### src/rtl/sxc_pkg.sv
package sxc_pkg;
  localparam int MAX_BITS = 9;
  localparam int NB_W     = 4;

  typedef enum logic [2:0] {FR_IDLE, FR_START, FR_DATA, FR_PAR, FR_STOP} frame_st_e;

  // Width code 0..4 -> 5..9 data bits; larger codes saturate at 9.
  function automatic logic [NB_W-1:0] bits_of(input logic [2:0] code);
    return (code > 3'd4) ? NB_W'(MAX_BITS) : NB_W'(code) + NB_W'(5);
  endfunction

  // Parity over the low n bits; odd=1 makes the total count of ones odd.
  function automatic logic par_of(input logic [MAX_BITS-1:0] d,
                                  input logic [NB_W-1:0] n,
                                  input logic odd);
    logic [MAX_BITS-1:0] m;
    logic [NB_W-1:0]     sh;
    sh = NB_W'(MAX_BITS) - n;
    m  = '1;
    m  = m >> sh;
    return (^(d & m)) ^ odd;
  endfunction
endpackage

### src/rtl/sxc_baud.sv
module sxc_baud #(
  parameter int DIV_W = 12
) (
  input  logic             clk,
  input  logic             rst_n,
  input  logic [DIV_W-1:0] div,
  output logic             tick
);
  logic [DIV_W-1:0] cnt;

  always_ff @(posedge clk or negedge rst_n) begin
    if (!rst_n) begin
      cnt  <= '0;
      tick <= 1'b0;
    end else if (cnt >= div) begin
      cnt  <= '0;
      tick <= 1'b1;
    end else begin
      cnt  <= cnt + 1'b1;
      tick <= 1'b0;
    end
  end

  assert_tick_spacing_R8: assert property (@(posedge clk) disable iff (!rst_n)
    (tick && div != '0) |=> !tick);
endmodule

### src/rtl/sxc_tx.sv
module sxc_tx import sxc_pkg::*; #(
  parameter int DW   = MAX_BITS,
  parameter int PH_W = 4
) (
  input  logic            clk,
  input  logic            rst_n,
  input  logic            tick,
  input  logic [PH_W-1:0] os_last,
  input  logic [NB_W-1:0] nbits,
  input  logic            par_en,
  input  logic            par_odd,
  input  logic            stop2,
  input  logic            tx_valid,
  output logic            tx_ready,
  input  logic [DW-1:0]   tx_data,
  output logic            txd,
  output logic            tx_done
);
  frame_st_e       st;
  logic [DW-1:0]   buf_q, sh;
  logic            buf_full, pbit, done;
  logic [NB_W-1:0] idx;
  logic [PH_W-1:0] ph;
  logic            acc, end_frame, ld;

  assign acc       = tx_valid && !buf_full;
  assign end_frame = (st == FR_STOP) && tick && (ph == os_last) && !(stop2 && idx == '0);
  assign ld        = buf_full && (((st == FR_IDLE) && tick) || end_frame);
  assign tx_ready  = !buf_full;
  assign tx_done   = done;

  always_ff @(posedge clk or negedge rst_n) begin
    if (!rst_n) begin
      st <= FR_IDLE; buf_q <= '0; sh <= '0; buf_full <= 1'b0;
      pbit <= 1'b0; done <= 1'b0; idx <= '0; ph <= '0;
    end else begin
      if (acc) begin
        buf_q    <= tx_data;
        buf_full <= 1'b1;
        done     <= 1'b0;
      end
      if (ld) begin
        buf_full <= 1'b0;
        sh       <= buf_q;
        pbit     <= par_of(buf_q, nbits, par_odd);
        st       <= FR_START;
        ph       <= '0;
        idx      <= '0;
      end else if (st != FR_IDLE && tick) begin
        if (ph == os_last) begin
          ph <= '0;
          case (st)
            FR_START: st <= FR_DATA;
            FR_DATA: begin
              sh <= sh >> 1;
              if (idx == nbits - 1'b1) begin
                idx <= '0;
                st  <= par_en ? FR_PAR : FR_STOP;
              end else begin
                idx <= idx + 1'b1;
              end
            end
            FR_PAR: st <= FR_STOP;
            FR_STOP: begin
              if (stop2 && idx == '0) begin
                idx <= idx + 1'b1;
              end else begin
                st <= FR_IDLE;
                if (!acc) done <= 1'b1;
              end
            end
            default: st <= FR_IDLE;
          endcase
        end else begin
          ph <= ph + 1'b1;
        end
      end
    end
  end

  always_comb begin
    case (st)
      FR_START: txd = 1'b0;
      FR_DATA:  txd = sh[0];
      FR_PAR:   txd = pbit;
      default:  txd = 1'b1;
    endcase
  end

  assert_fill_needs_offer_R9: assert property (@(posedge clk) disable iff (!rst_n)
    $fell(tx_ready) |-> $past(tx_valid));
  assert_done_only_empty_R10: assert property (@(posedge clk) disable iff (!rst_n)
    tx_done |-> tx_ready);
endmodule

### src/rtl/sxc_rx.sv
module sxc_rx import sxc_pkg::*; #(
  parameter int DW   = MAX_BITS,
  parameter int PH_W = 4
) (
  input  logic            clk,
  input  logic            rst_n,
  input  logic            tick,
  input  logic [PH_W-1:0] os_last,
  input  logic [PH_W-1:0] mid,
  input  logic [NB_W-1:0] nbits,
  input  logic            par_en,
  input  logic            par_odd,
  input  logic            rxd,
  output logic            rx_valid,
  input  logic            rx_ready,
  output logic [DW-1:0]   rx_data,
  output logic            rx_perr,
  output logic            rx_ferr,
  output logic            rx_overrun
);
  frame_st_e       st;
  logic            s1, s2, v0, v1, pbit_r, maj, fin;
  logic [DW-1:0]   dat;
  logic [NB_W-1:0] idx;
  logic [PH_W-1:0] ph, nph;

  assign nph = (ph == os_last) ? '0 : ph + 1'b1;
  assign maj = (v0 & v1) | (v0 & s2) | (v1 & s2);
  assign fin = (st == FR_STOP) && tick && (nph == mid + 1'b1);

  always_ff @(posedge clk or negedge rst_n) begin
    if (!rst_n) begin
      s1 <= 1'b1; s2 <= 1'b1;
    end else begin
      s1 <= rxd; s2 <= s1;
    end
  end

  always_ff @(posedge clk or negedge rst_n) begin
    if (!rst_n) begin
      st <= FR_IDLE; ph <= '0; idx <= '0; dat <= '0;
      v0 <= 1'b1; v1 <= 1'b1; pbit_r <= 1'b0;
    end else if (st == FR_IDLE) begin
      if (tick && !s2) begin
        st  <= FR_START;
        ph  <= '0;
        idx <= '0;
        dat <= '0;
      end
    end else if (tick) begin
      ph <= nph;
      if (nph == mid - 1'b1) v0 <= s2;
      if (nph == mid)        v1 <= s2;
      if (nph == mid + 1'b1) begin
        case (st)
          FR_START: if (maj) st <= FR_IDLE;
          FR_DATA:  dat[idx] <= maj;
          FR_PAR:   pbit_r <= maj;
          default:  st <= FR_IDLE;
        endcase
      end else if (nph == '0) begin
        case (st)
          FR_START: st <= FR_DATA;
          FR_DATA: begin
            if (idx == nbits - 1'b1) begin
              idx <= '0;
              st  <= par_en ? FR_PAR : FR_STOP;
            end else begin
              idx <= idx + 1'b1;
            end
          end
          FR_PAR:  st <= FR_STOP;
          default: ;
        endcase
      end
    end
  end

  always_ff @(posedge clk or negedge rst_n) begin
    if (!rst_n) begin
      rx_valid <= 1'b0; rx_data <= '0; rx_perr <= 1'b0;
      rx_ferr <= 1'b0; rx_overrun <= 1'b0;
    end else begin
      if (rx_valid && rx_ready) begin
        rx_valid   <= 1'b0;
        rx_overrun <= 1'b0;
      end
      if (fin) begin
        if (!rx_valid || rx_ready) begin
          rx_valid <= 1'b1;
          rx_data  <= dat;
          rx_perr  <= par_en && (pbit_r != par_of(dat, nbits, par_odd));
          rx_ferr  <= !maj;
        end else begin
          rx_overrun <= 1'b1;
        end
      end
    end
  end

  assert_hold_under_backpressure_R11: assert property (@(posedge clk) disable iff (!rst_n)
    (rx_valid && !rx_ready) |=> (rx_valid && $stable(rx_data) && $stable(rx_perr) && $stable(rx_ferr)));
  assert_overrun_needs_held_word_R5: assert property (@(posedge clk) disable iff (!rst_n)
    $rose(rx_overrun) |-> $past(rx_valid && !rx_ready));
endmodule

### src/rtl/serial_xcvr.sv
module serial_xcvr import sxc_pkg::*; #(
  parameter int DIV_W = 12,
  parameter int OS_N  = 16
) (
  input  logic                clk,
  input  logic                rst_n,
  input  logic [DIV_W-1:0]    cfg_div,
  input  logic                cfg_dbl,
  input  logic [2:0]          cfg_bits,
  input  logic [1:0]          cfg_par,
  input  logic                cfg_stop2,
  input  logic                tx_valid,
  output logic                tx_ready,
  input  logic [MAX_BITS-1:0] tx_data,
  output logic                txd,
  output logic                tx_done,
  input  logic                rxd,
  output logic                rx_valid,
  input  logic                rx_ready,
  output logic [MAX_BITS-1:0] rx_data,
  output logic                rx_perr,
  output logic                rx_ferr,
  output logic                rx_overrun
);
  localparam int PH_W = $clog2(OS_N);

  logic            tick;
  logic [PH_W-1:0] os_last, mid;
  logic [NB_W-1:0] nbits;

  assign os_last = cfg_dbl ? PH_W'(OS_N/2 - 1) : PH_W'(OS_N - 1);
  assign mid     = cfg_dbl ? PH_W'(OS_N/4)     : PH_W'(OS_N/2);
  assign nbits   = bits_of(cfg_bits);

  sxc_baud #(.DIV_W(DIV_W)) baud_i (
    .clk(clk), .rst_n(rst_n), .div(cfg_div), .tick(tick));

  sxc_tx #(.DW(MAX_BITS), .PH_W(PH_W)) tx_i (
    .clk(clk), .rst_n(rst_n), .tick(tick), .os_last(os_last), .nbits(nbits),
    .par_en(cfg_par[1]), .par_odd(cfg_par[0]), .stop2(cfg_stop2),
    .tx_valid(tx_valid), .tx_ready(tx_ready), .tx_data(tx_data),
    .txd(txd), .tx_done(tx_done));

  sxc_rx #(.DW(MAX_BITS), .PH_W(PH_W)) rx_i (
    .clk(clk), .rst_n(rst_n), .tick(tick), .os_last(os_last), .mid(mid),
    .nbits(nbits), .par_en(cfg_par[1]), .par_odd(cfg_par[0]), .rxd(rxd),
    .rx_valid(rx_valid), .rx_ready(rx_ready), .rx_data(rx_data),
    .rx_perr(rx_perr), .rx_ferr(rx_ferr), .rx_overrun(rx_overrun));
endmodule

### config.mk
export PLATFORM = sky130hd
export DESIGN_NAME = serial_xcvr
export DESIGN_NICKNAME = d
export VERILOG_FILES = /design/src/rtl/sxc_pkg.sv /design/src/rtl/sxc_baud.sv /design/src/rtl/sxc_tx.sv /design/src/rtl/sxc_rx.sv /design/src/rtl/serial_xcvr.sv
export SDC_FILE = /design/constraint.sdc
export NUM_CORES = 1
export LEC_CHECK = 0
export BUFFER_PORTS_ARGS = -buffer_cell sky130_fd_sc_hd__buf_2
export CELL_PAD_IN_SITES_DETAIL_PLACEMENT = 1
export CELL_PAD_IN_SITES_GLOBAL_PLACEMENT = 1
export CORE_MARGIN = 3
export CORE_UTILIZATION = 30
export CTS_BUF_LIST = sky130_fd_sc_hd__clkbuf_4 sky130_fd_sc_hd__clkbuf_8
export DETAILED_ROUTE_END_ITERATION = 8
export PLACE_DENSITY_LB_ADDON = 0.25
export SETUP_SLACK_MARGIN = 0.3
export SLEW_MARGIN = 20
export SYNTH_ARGS = -nofsm -noshare
export SYNTH_HDL_FRONTEND = slang
export SYNTH_HIERARCHICAL = 1
export SYNTH_SLANG_ARGS = --single-unit
export TNS_END_PERCENT = 10
### constraint.sdc
create_clock -name clk -period 3.7 [get_ports clk]
set_input_delay 0.37 -clock clk [delete_from_list [all_inputs] [get_ports clk]]
set_output_delay 0.37 -clock clk [all_outputs]
set_load 0.03 [all_outputs]
==> results.txt <==
----------------------------------------------------
[Status]
  Outcome ... finished, final reports clean

[Floorplanning]
  Number of I/O pins ... 49
  Area of the placeable core ... 18300 um^2
  Row Count ... 49
  Width of the chip ... 143 um
  Die Y ... 143 um
  Floorplan die area ... 20600 um^2
  Initial Util ... 0.310

[Drt]
  DR vias/cell ... 5.17
  Post-detailed-route DRC marker count ... 0
  Number of nets still failing antenna checks after routing ... 0
  WL met2 ... 7200 um
  Sum of routed wire segments on met1 ... 6700 um
  Aggregate routed wire length ... 14400 um
  Wire length on met3 ... 377 um
  Highest signal layer in the routed design ... met4
  Routed len/inst ... 16.4 um
  First DRT Iteration DRCs ... 142
  First drt pass iteration count ... 4
  Via count of the routed design ... 4527

[Critical path]
  WP data arrival ... 3.40 ns
  Crit path max-delay cell type ... sky130_fd_sc_hd__or4_4
  Endpoint required time on the critical path ... 3.97 ns
  Crit path max fanout ... 6
  Crit. End Element ... flip-flop
  Kind of cell adding the most delay to the critical path ... simple AND/OR/NAND/NOR gates
  Startpoint kind of the worst setup timing path ... input port
  Worst Setup Path Type ... in -> reg
  Count of buffering cells on the critical path with inverters included ... 3
  Worst stage delay on the critical path ... 0.55 ns
  Cells along the critical path ... buf_2, inv_1, ha_1, nand2b_1, and2_1, inv_1, ha_1, nor2b_1, xnor2_1, nor4_1, a211oi_1, or4_4, and3_1, a211o_1

[Timing]
  Final Cycle Share ... 0.848
  Worst clock skew ... 0.0130 ns
  Fmax ... 0.319 GHz
  Final Max Tran Viols ... 0
  Post-route worst hold slack ... 0.0551 ns
  Actual transition at the worst max-transition pin ... 0.970 ns
  Setup repair after global routing missed its margin ... false
  Fin Setup TNS ... 0 ns
  Relative slew slack ... 0.352
  Final hold violations ... 0
  Min Tclk post-route ... 3.14 ns
  # setup viols final ... 0

[Synth]
  Number of flip-flops and latches in the synthesized netlist ... 83
  Mean instance size in the synthesized netlist ... 9.71 um^2
  Most used flip-flop cell after synthesis ... sky130_fd_sc_hd__dfrtp_1
  Number of different library cells in the post-synthesis netlist ... 71
  Register area share after synthesis ... 0.367
  Synth async-reset ratio ... 1.00
  Yosys warns ... 6
  Post-synth EDFFs ... 0
  Number of instances in the synthesized netlist ... 584
  Area of the mapped netlist ... 5670 um^2

[GRT]
  Global-route usage over all layers ... 0.147
  Vias in the first global route ... 4818
  Global-route wire length before repair ... 24400 um
  Largest net degree at the start of global routing ... 62
  Number of antenna violations at the first check in global routing ... 0
  Total congestion overflow after global routing ... 0

[Clock network]
  CTS H-tree lvls ... 3
  Post-CTS setup buffers ... 0
  Library cell used as clock root buffer ... sky130_fd_sc_hd__clkbuf_8
  Number of buffers inserted during clock tree synthesis ... 9
  Cells resized by post-CTS repair ... 0
  Hold Buf Count CTS ... 0
  Clock-pin slew on the worst setup and hold paths ... 0.09 ns
  Clock tree from TritonCTS ... yes
  Maximum clock path buffer count ... 2
  Clock Sinks ... 83
  Clock latency reported for the late side of the worst-skew pair ... 0.37 ns

[Cells and area]
  Number of nets in the layout ... 711
  Number of diodes added for antenna fixing ... 0
  Final Instance Count excl. Fillers ... 875
  Commonest non-fill, non-tap cells in the layout ... sky130_fd_sc_hd__dfrtp_1 (79), sky130_fd_sc_hd__buf_2 (47), sky130_fd_sc_hd__inv_1 (45)
  Commonest non-fill, non-tap cell in the layout ... sky130_fd_sc_hd__dfrtp_1
  Area Growth Syn to Fin ... 12.8%
  Fraction of final layout cells with drive strength greater than 1 ... 0.203

[Place]
  Routability cong. ... 0.858
  Cell count after placement ... 859
  Port-buffer cells ... 48
  HPWL after DPL ... 10900 um

[Flow run]
  Total of max-cap violations ... 0

[Power and ir drop]
  Maximum vdd drop ... 0.344 mV
  Power density over the cells ... 492 nW/um^2
  Leakage power summed over all cells ... 2.86 nW

[Worst hold path]
  Hold crit path type ... in -> async

----------------------------------------------------
logic make-up after synthesis:
group                    after synthesis  synth area share
flip-flops                            83             0.367
AO/OA/AOI/OAI                        155             0.193
other                                  2           0.00132
XOR/XNOR                              60            0.0954
adder cells (fa/ha/maj)               38            0.0834
AND/OR/NAND/NOR                      153             0.155
multiplexers                          26            0.0506
buffers and inverters                 67            0.0536
registers in the layout, indices dropped and copies added (netlist names), 3 cells and up:
register / count
baud_i/cnt: 12
rx_i/dat: 9
rx_i/rx_data: 9
tx_i/buf_q: 9
tx_i/sh: 9
rx_i/idx: 4
rx_i/ph: 4
tx_i/idx: 4
tx_i/ph: 4
rx_i/st: 3
tx_i/st: 3
path summary, 6_finish.rpt:
check	end	startpoint	slack, ns	cells after the start
min in group clk	rx_i/s1	rxd	0.10	1
max	rx_i/st[0]	cfg_bits[0]	0.56	14
max in group asynchronous	rx_i/v0	rst_n	2.76	2
min reg2reg	rx_i/s2	rx_i/s1	0.36	0
max reg2reg	rx_i/st[0]	rx_i/ph[0]	0.58	8
min	tx_i/buf_q[1]	rst_n	0.06	1
where the power goes:
group,internal [W],switching (W)
Combinational,0.000473,0.000583
Clock,0.000424,0.000343
Sequential,0.00107,0.000256
Total,0.00196,0.00118
per-stage QoR:
stage / util / total power (W) / worst slack [ns] / instance area, um^2
2_1_floorplan: - / 0.00209 / 0.578 / 5720
3_3_place_gp: 0.337 / 0.00234 / 0.311 / 6160
3_5_place_dp: 0.337 / 0.00240 / 0.121 / 6160
4_1_cts: 0.350 / 0.00319 / 0.529 / 6390
5_1_grt: 0.350 / 0.00340 / 0.338 / 6390
6_report: 0.350 / 0.00315 / 0.563 / 6390
layer usage:
metal  global-route usage  up-vias
met3               0.0286       10
met2                0.251       61
met4               0.0312        0
li1                     -     2182
met5                    0        -
met1                0.193     2274
cells in the mapped netlist, drive strengths merged (9+ instances only):
master / count / share of area
dfrtp: 79 / 0.35
inv: 45 / 0.030
xnor2: 45 / 0.072
ha: 37 / 0.082
nand2: 35 / 0.023
o21ai: 34 / 0.034
a21oi: 33 / 0.029
nor2: 23 / 0.015
mux2: 21 / 0.042
nand3: 19 / 0.019
nor3: 16 / 0.018
a211oi: 15 / 0.023
xor2: 15 / 0.023
buf: 13 / 0.018
o22ai: 13 / 0.014
nand2b: 11 / 0.012
clkbuf: 9 / 0.0060
area by class of cell:
type                       count  area [um^2]
multi-input combinational    447         3330
timing repair buffer          55          295
fill                        2118        11900
tap                          229          287
inverter                      45          169
clock inverter                 4         72.6
clock buffer                  12          159
sequential                    83         2080
Note: power is estimated with default switching activity, not from simulation.
